`src/rtl/sdcmd_pkg.sv`:
```
package sdcmd_pkg;
  localparam int CRC_W = 7;
  localparam logic [CRC_W-1:0] CRC_POLY = 7'h09;

  typedef enum logic [1:0] {
    ST_IDLE,
    ST_SEND,
    ST_WAIT,
    ST_RECV
  } sdcmd_state_e;

  // One serial step of the CRC7 shift register.
  function automatic logic [CRC_W-1:0] crc_step(input logic [CRC_W-1:0] c,
                                                input logic b);
    logic fb;
    fb = b ^ c[CRC_W-1];
    return {c[CRC_W-2:0], 1'b0} ^ (fb ? CRC_POLY : '0);
  endfunction
endpackage

```
`src/rtl/sdcmd_serializer.sv`:
```
module sdcmd_serializer
  import sdcmd_pkg::*;
#(
  parameter int IDX_W = 6,
  parameter int ARG_W = 32
) (
  input  logic             clk,
  input  logic             rst,
  input  logic             load_i,
  input  logic [IDX_W-1:0] idx_i,
  input  logic [ARG_W-1:0] arg_i,
  input  logic             adv_i,
  output logic             bit_o,
  output logic             sent_all_o
);
  localparam int BODY_W  = 2 + IDX_W + ARG_W;
  localparam int TOKEN_W = BODY_W + CRC_W + 1;
  localparam int CNT_W   = $clog2(TOKEN_W + 1);
  localparam logic [CNT_W-1:0] BODY_END = CNT_W'(BODY_W);
  localparam logic [CNT_W-1:0] CRC_END  = CNT_W'(BODY_W + CRC_W);
  localparam logic [CNT_W-1:0] TOK_END  = CNT_W'(TOKEN_W);

  logic [BODY_W-1:0] body_q;
  logic [CRC_W-1:0]  crc_q;
  logic [CNT_W-1:0]  cnt_q;

  always_comb begin
    if (cnt_q < BODY_END)     bit_o = body_q[BODY_W-1];
    else if (cnt_q < CRC_END) bit_o = crc_q[CRC_W-1];
    else                      bit_o = 1'b1;
  end

  assign sent_all_o = (cnt_q == TOK_END);

  always_ff @(posedge clk) begin
    if (rst) begin
      body_q <= '0;
      crc_q  <= '0;
      cnt_q  <= TOK_END;
    end else if (load_i) begin
      body_q <= {1'b0, 1'b1, idx_i, arg_i};
      crc_q  <= '0;
      cnt_q  <= '0;
    end else if (adv_i && !sent_all_o) begin
      if (cnt_q < BODY_END) begin
        crc_q  <= crc_step(crc_q, body_q[BODY_W-1]);
        body_q <= {body_q[BODY_W-2:0], 1'b0};
      end else if (cnt_q < CRC_END) begin
        crc_q <= {crc_q[CRC_W-2:0], 1'b0};
      end
      cnt_q <= cnt_q + 1'b1;
    end
  end
endmodule

```
`src/rtl/sdcmd_deserializer.sv`:
```
module sdcmd_deserializer
  import sdcmd_pkg::*;
#(
  parameter int SHORT_LEN = 48,
  parameter int LONG_LEN  = 136,
  parameter int LONG_SKIP = 8
) (
  input  logic                clk,
  input  logic                rst,
  input  logic                clear_i,
  input  logic                long_i,
  input  logic                shift_i,
  input  logic                bit_i,
  output logic [LONG_LEN-1:0] data_o,
  output logic                full_o,
  output logic                crc_bad_o
);
  localparam int TAIL_W = CRC_W + 1;
  localparam int CNT_W  = $clog2(LONG_LEN + 1);
  localparam logic [CNT_W-1:0] S_LEN  = CNT_W'(SHORT_LEN);
  localparam logic [CNT_W-1:0] L_LEN  = CNT_W'(LONG_LEN);
  localparam logic [CNT_W-1:0] S_CEND = CNT_W'(SHORT_LEN - TAIL_W);
  localparam logic [CNT_W-1:0] L_CBEG = CNT_W'(LONG_SKIP);
  localparam logic [CNT_W-1:0] L_CEND = CNT_W'(LONG_LEN - TAIL_W);

  logic [LONG_LEN-1:0] sh_q;
  logic [CRC_W-1:0]    crc_q;
  logic [CNT_W-1:0]    cnt_q;
  logic                covered;
  logic [CRC_W-1:0]    field;

  assign covered = long_i ? (cnt_q >= L_CBEG && cnt_q < L_CEND) : (cnt_q < S_CEND);
  assign full_o  = (cnt_q == (long_i ? L_LEN : S_LEN));
  assign field   = sh_q[CRC_W:1];
  assign crc_bad_o = (field != '1) && (field != crc_q);
  assign data_o  = sh_q;

  always_ff @(posedge clk) begin
    if (rst || clear_i) begin
      sh_q  <= '0;
      crc_q <= '0;
      cnt_q <= '0;
    end else if (shift_i && !full_o) begin
      sh_q <= {sh_q[LONG_LEN-2:0], bit_i};
      if (covered) crc_q <= crc_step(crc_q, bit_i);
      cnt_q <= cnt_q + 1'b1;
    end
  end
endmodule

```
`src/rtl/sdcmd_engine.sv`:
```
module sdcmd_engine
  import sdcmd_pkg::*;
#(
  parameter int IDX_W     = 6,
  parameter int ARG_W     = 32,
  parameter int SHORT_LEN = 48,
  parameter int LONG_LEN  = 136,
  parameter int LONG_SKIP = 8,
  parameter int RSP_TMO   = 64
) (
  input  logic                clk,
  input  logic                rst,
  input  logic                drv_stb,
  input  logic                smp_stb,
  input  logic                start,
  input  logic [IDX_W-1:0]    cmd_idx,
  input  logic [ARG_W-1:0]    cmd_arg,
  input  logic                rsp_long,
  input  logic                cmd_in,
  output logic                cmd_out,
  output logic                cmd_oe,
  output logic                busy,
  output logic                done,
  output logic                timeout,
  output logic                crc_err,
  output logic [LONG_LEN-1:0] rsp_data
);
  localparam int TMO_W = $clog2(RSP_TMO + 1);
  localparam logic [TMO_W-1:0] TMO_LAST = TMO_W'(RSP_TMO - 1);

  sdcmd_state_e     state_q;
  logic [TMO_W-1:0] tmo_q;
  logic             long_q;
  logic             ser_load, ser_adv, ser_bit, ser_all;
  logic             rx_shift, rx_full, rx_bad;

  assign ser_load = (state_q == ST_IDLE) && start;
  assign ser_adv  = (state_q == ST_SEND) && drv_stb && !ser_all;
  assign rx_shift = smp_stb &&
                    (((state_q == ST_WAIT) && !cmd_in) ||
                     ((state_q == ST_RECV) && !rx_full));

  sdcmd_serializer #(.IDX_W(IDX_W), .ARG_W(ARG_W)) u_ser (
    .clk       (clk),
    .rst       (rst),
    .load_i    (ser_load),
    .idx_i     (cmd_idx),
    .arg_i     (cmd_arg),
    .adv_i     (ser_adv),
    .bit_o     (ser_bit),
    .sent_all_o(ser_all)
  );

  sdcmd_deserializer #(
    .SHORT_LEN(SHORT_LEN),
    .LONG_LEN (LONG_LEN),
    .LONG_SKIP(LONG_SKIP)
  ) u_des (
    .clk      (clk),
    .rst      (rst),
    .clear_i  (ser_load),
    .long_i   (long_q),
    .shift_i  (rx_shift),
    .bit_i    (cmd_in),
    .data_o   (rsp_data),
    .full_o   (rx_full),
    .crc_bad_o(rx_bad)
  );

  always_ff @(posedge clk) begin
    if (rst) begin
      state_q <= ST_IDLE;
      tmo_q   <= '0;
      long_q  <= 1'b0;
      cmd_out <= 1'b1;
      cmd_oe  <= 1'b0;
      busy    <= 1'b0;
      done    <= 1'b0;
      timeout <= 1'b0;
      crc_err <= 1'b0;
    end else begin
      done <= 1'b0;
      unique case (state_q)
        ST_IDLE: if (start) begin
          state_q <= ST_SEND;
          busy    <= 1'b1;
          long_q  <= rsp_long;
          timeout <= 1'b0;
          crc_err <= 1'b0;
        end
        ST_SEND: if (drv_stb) begin
          if (ser_all) begin
            cmd_oe  <= 1'b0;
            cmd_out <= 1'b1;
            tmo_q   <= '0;
            state_q <= ST_WAIT;
          end else begin
            cmd_oe  <= 1'b1;
            cmd_out <= ser_bit;
          end
        end
        ST_WAIT: if (smp_stb) begin
          if (!cmd_in) begin
            state_q <= ST_RECV;
          end else if (tmo_q == TMO_LAST) begin
            timeout <= 1'b1;
            done    <= 1'b1;
            busy    <= 1'b0;
            state_q <= ST_IDLE;
          end else begin
            tmo_q <= tmo_q + 1'b1;
          end
        end
        ST_RECV: if (rx_full) begin
          crc_err <= rx_bad;
          done    <= 1'b1;
          busy    <= 1'b0;
          state_q <= ST_IDLE;
        end
        default: state_q <= ST_IDLE;
      endcase
    end
  end
endmodule

```
`config.mk`:
```
export PLATFORM = sky130hd
export DESIGN_NAME = sdcmd_engine
export DESIGN_NICKNAME = d
export VERILOG_FILES = /design/src/rtl/sdcmd_pkg.sv /design/src/rtl/sdcmd_serializer.sv /design/src/rtl/sdcmd_deserializer.sv /design/src/rtl/sdcmd_engine.sv
export SDC_FILE = /design/constraint.sdc
export NUM_CORES = 1
export LEC_CHECK = 0
export BUFFER_PORTS_ARGS = -buffer_cell sky130_fd_sc_hd__buf_2
export CORE_ASPECT_RATIO = 0.9
export CORE_UTILIZATION = 50
export DETAILED_ROUTE_END_ITERATION = 6
export PLACE_DENSITY = 0.74
export SLEW_MARGIN = 20
export SYNTH_ARGS = -nofsm -noshare
export SYNTH_HDL_FRONTEND = slang
export SYNTH_SLANG_ARGS = --single-unit
```
`constraint.sdc`:
```
create_clock -name clk -period 2.9 [get_ports clk]
set_input_delay 0.29 -clock clk [delete_from_list [all_inputs] [get_ports clk]]
set_output_delay 0.29 -clock clk [all_outputs]
set_load 0.01 [all_outputs]
```
==> impl_metrics.env <==
export IMPL_synth_top_area_frac=0.493
export IMPL_required_ps=3300
export IMPL_syn2layout_area_growth_pct=19.7
export IMPL_postRouteAntennaNets=0
export IMPL_route_detailed_drc=0
export IMPL_synth_area_leaders="dfxtp_1 49%, mux2i_1 17%, nand2_1 9.9%"
export IMPL_power_density_nw_per_um2=662
export IMPL_clk_path_buf_depth=3
export IMPL_tritoncts="done"
export IMPL_switching_share=0.261
export IMPL_synth_cells=927
export IMPL_grt_pass1_vias=6706
export IMPL_drt_total_wl_um=19600
export IMPL_async_flop_share=0
export IMPL_status="finished, final reports clean"
export IMPL_io_buffers=186
export IMPL_intPower_uw=5240
export IMPL_clock_power_share=0.413
export IMPL_cts_sinks=220
export IMPL_yosysUniqueCellTypes=56
export IMPL_r2r_start="state_q[0]"
export IMPL_root_buffer="clkbuf_16"
export IMPL_grt_pass1_wl_um=32400
export IMPL_fp_dieW_um=143
export IMPL_grt_max_degree=54
export IMPL_max_freq_mhz=457
export IMPL_pwr_share_comb=0.126
export IMPL_endpoint_kind="register"
export IMPL_worst_hold_path_type="input port to register"
export IMPL_fin_skew_ps=12.7
export IMPL_rows=45
export IMPL_initial_core_util=0.520
export IMPL_postCtsSetupBuffers=0
export IMPL_drive_gt1_frac=0.228
export IMPL_post_cts_resized=0
export IMPL_syn_area_per_cell_um2=9.64
export IMPL_fin_crit_ps=2190
export IMPL_seq_area_frac_synth=0.493
export IMPL_synth_most_common_cell="nand2_1"
export IMPL_final_max_slew_viol_count=0
export IMPL_htree_levels=1
export IMPL_grt_ovfl_total=0
export IMPL_startpoint="state_q[0]"
export IMPL_finalSetupViolations=0
export IMPL_gp_congestion=0.815
export IMPL_whs_ps=53.7
export IMPL_startpoint_type="register"
export IMPL_viasPerCell=5.29
export IMPL_p_sw_uw=1850
export IMPL_drt_first_iter_violations=361
export IMPL_min_from="cmd_arg[13]"
export IMPL_synthTopCellsByCount="235 x nand2_1, 220 x dfxtp_1, 150 x mux2i_1"
export IMPL_slew_headroom=0.418
export IMPL_power_frac_seq=0.461
export IMPL_cp_arrival_ps=2590
export IMPL_die_area_um2=18400
export IMPL_synth_edf_count=0
export IMPL_hpwl_um=13100
export IMPL_peakVddDrop_mv=0.419
export IMPL_grtUsageTotal=0.212
export IMPL_final_nets=1136
export IMPL_tightest_slew_ps=870
export IMPL_yosysTopAreaCell="dfxtp_1"
export IMPL_die_y_um=129
export IMPL_cts_made_buffers=23
export IMPL_vias=7078
export IMPL_syn_nets=977
export IMPL_syn_area_um2=8940
export IMPL_p_leak_uw=0.00416
export IMPL_fin_crit_sh=0.755
export IMPL_worstSkewPairLatency_ps=510
export IMPL_ys_ff_latch=220
export IMPL_cp_max_fo=26
export IMPL_diodes=0
export IMPL_hold_violations=0
export IMPL_rsz0062_at_grt="no"
export IMPL_yosys_warnings=0
export IMPL_dr_pass1_iters=5
export IMPL_clk_pin_slew_ps=60
export IMPL_path_class="register to register"
export IMPL_tns_ps=0
export IMPL_wl_per_cell_um=14.7
export IMPL_io_pins=187
export IMPL_cap_violations=0
export IMPL_ys_flop_type="dfxtp_1"
export IMPL_hold_buffers=1
export IMPL_core_area_um2=17200
export IMPL_antenna_found_initial=0
## state kept, by name, indices dropped and copies added (netlist names)
name and cells:
done 1, u_ser.crc_q 7, crc_err 1, timeout 1, u_des.crc_q 7, u_ser.cnt_q 6, u_ser.body_q 40, cmd_oe 1
state_q 2, busy 1, u_des.cnt_q 8, u_des.data_o 136, long_q 1, tmo_q 7, cmd_out 1
## power groups by stage
stage	sequential [µW]	combinational (µW)	clock, µW
floorplan	3290	751	0
global placement	3330	881	0
detailed placement	3330	890	0
CTS	3270	894	2990
global route	3290	985	3120
finish	3270	890	2930
## cells in the final DEF (no fill, tap or decap), drive strengths merged, types with 3 or more instances in the layout
cell type | netlist | final
nor2b | 3 | 3
nand2b | 4 | 4
buf | 31 | 198
nand4 | 13 | 13
clkbuf | 34 | 32
a311oi | 36 | 36
o22ai | 3 | 3
nor3b | 3 | 3
and2 | 4 | 4
nand2 | 235 | 235
a211oi | 5 | 5
a21oi | 20 | 20
or2 | 3 | 3
ha | 5 | 5
dfxtp | 220 | 220
o21a | 4 | 4
o211ai | 3 | 3
nand3 | 10 | 10
o21ai | 8 | 8
xnor2 | 11 | 11
nor2 | 27 | 27
nor3 | 40 | 40
o31ai | 10 | 10
clkinv | 1 | 7
or4 | 3 | 3
mux2i | 150 | 150
inv | 9 | 10
xor2 | 7 | 7
## stage by stage
stage | util | area, µm² | power [µW] | worst slack, ps | std cells
4_1_cts | 0.623 | 10700 | 7150 | 693 | 1338
2_1_floorplan | - | 8940 | 4040 | 1170 | 927
3_5_place_dp | 0.578 | 9920 | 4220 | 693 | 1295
3_3_place_gp | 0.578 | 9920 | 4210 | 776 | 1295
6_report | 0.623 | 10700 | 7090 | 711 | 1338
5_1_grt | 0.623 | 10700 | 7390 | 434 | 1338
## cell type report
| class | count | area, µm² |
|---|---|---|
| clock buffer | 32 | 679 |
| clock inverter | 10 | 87.6 |
| fill | 1435 | 6470 |
| inverter | 10 | 37.5 |
| multi-input combinational | 632 | 4090 |
| sequential | 220 | 4400 |
| tap | 235 | 294 |
| timing repair buffer | 199 | 1110 |
## final timing paths
path | endpoint | slack (ps) | cells after the start
max | u_ser.crc_q[3] | 710 | 4
min | u_ser.body_q[13] | 50 | 3
max reg2reg | u_ser.crc_q[3] | 710 | 4
min reg2reg | u_ser.body_q[0] | 460 | 2
## routing by layer
layer,routed length [µm],up-vias,track usage
met1,9120,3296,0.285
li1,-,3573,-
met4,410,0,0.0582
met3,1350,37,0.0592
met5,0,-,0
met2,8740,172,0.335
## worst max-delay path: stages (launching register included)
cell and delay (ps):
dfxtp_1 610, nor2_1 70, nand2_1 400, nand2_1 640, a211oi_1 360
## kinds of logic (layout without fill, tap and decap cells)
kind of cell	after synthesis	count (layout)	share of synthesized area
simple gates	357	357	0.175
mux	151	151	0.169
fa+ha+maj	5	5	0.00700
buf+inv	75	251	0.0517
flops	220	220	0.493
xor+xnor	18	18	0.0176
compound gates	101	101	0.0865
(Power assumes the default switching activity.)
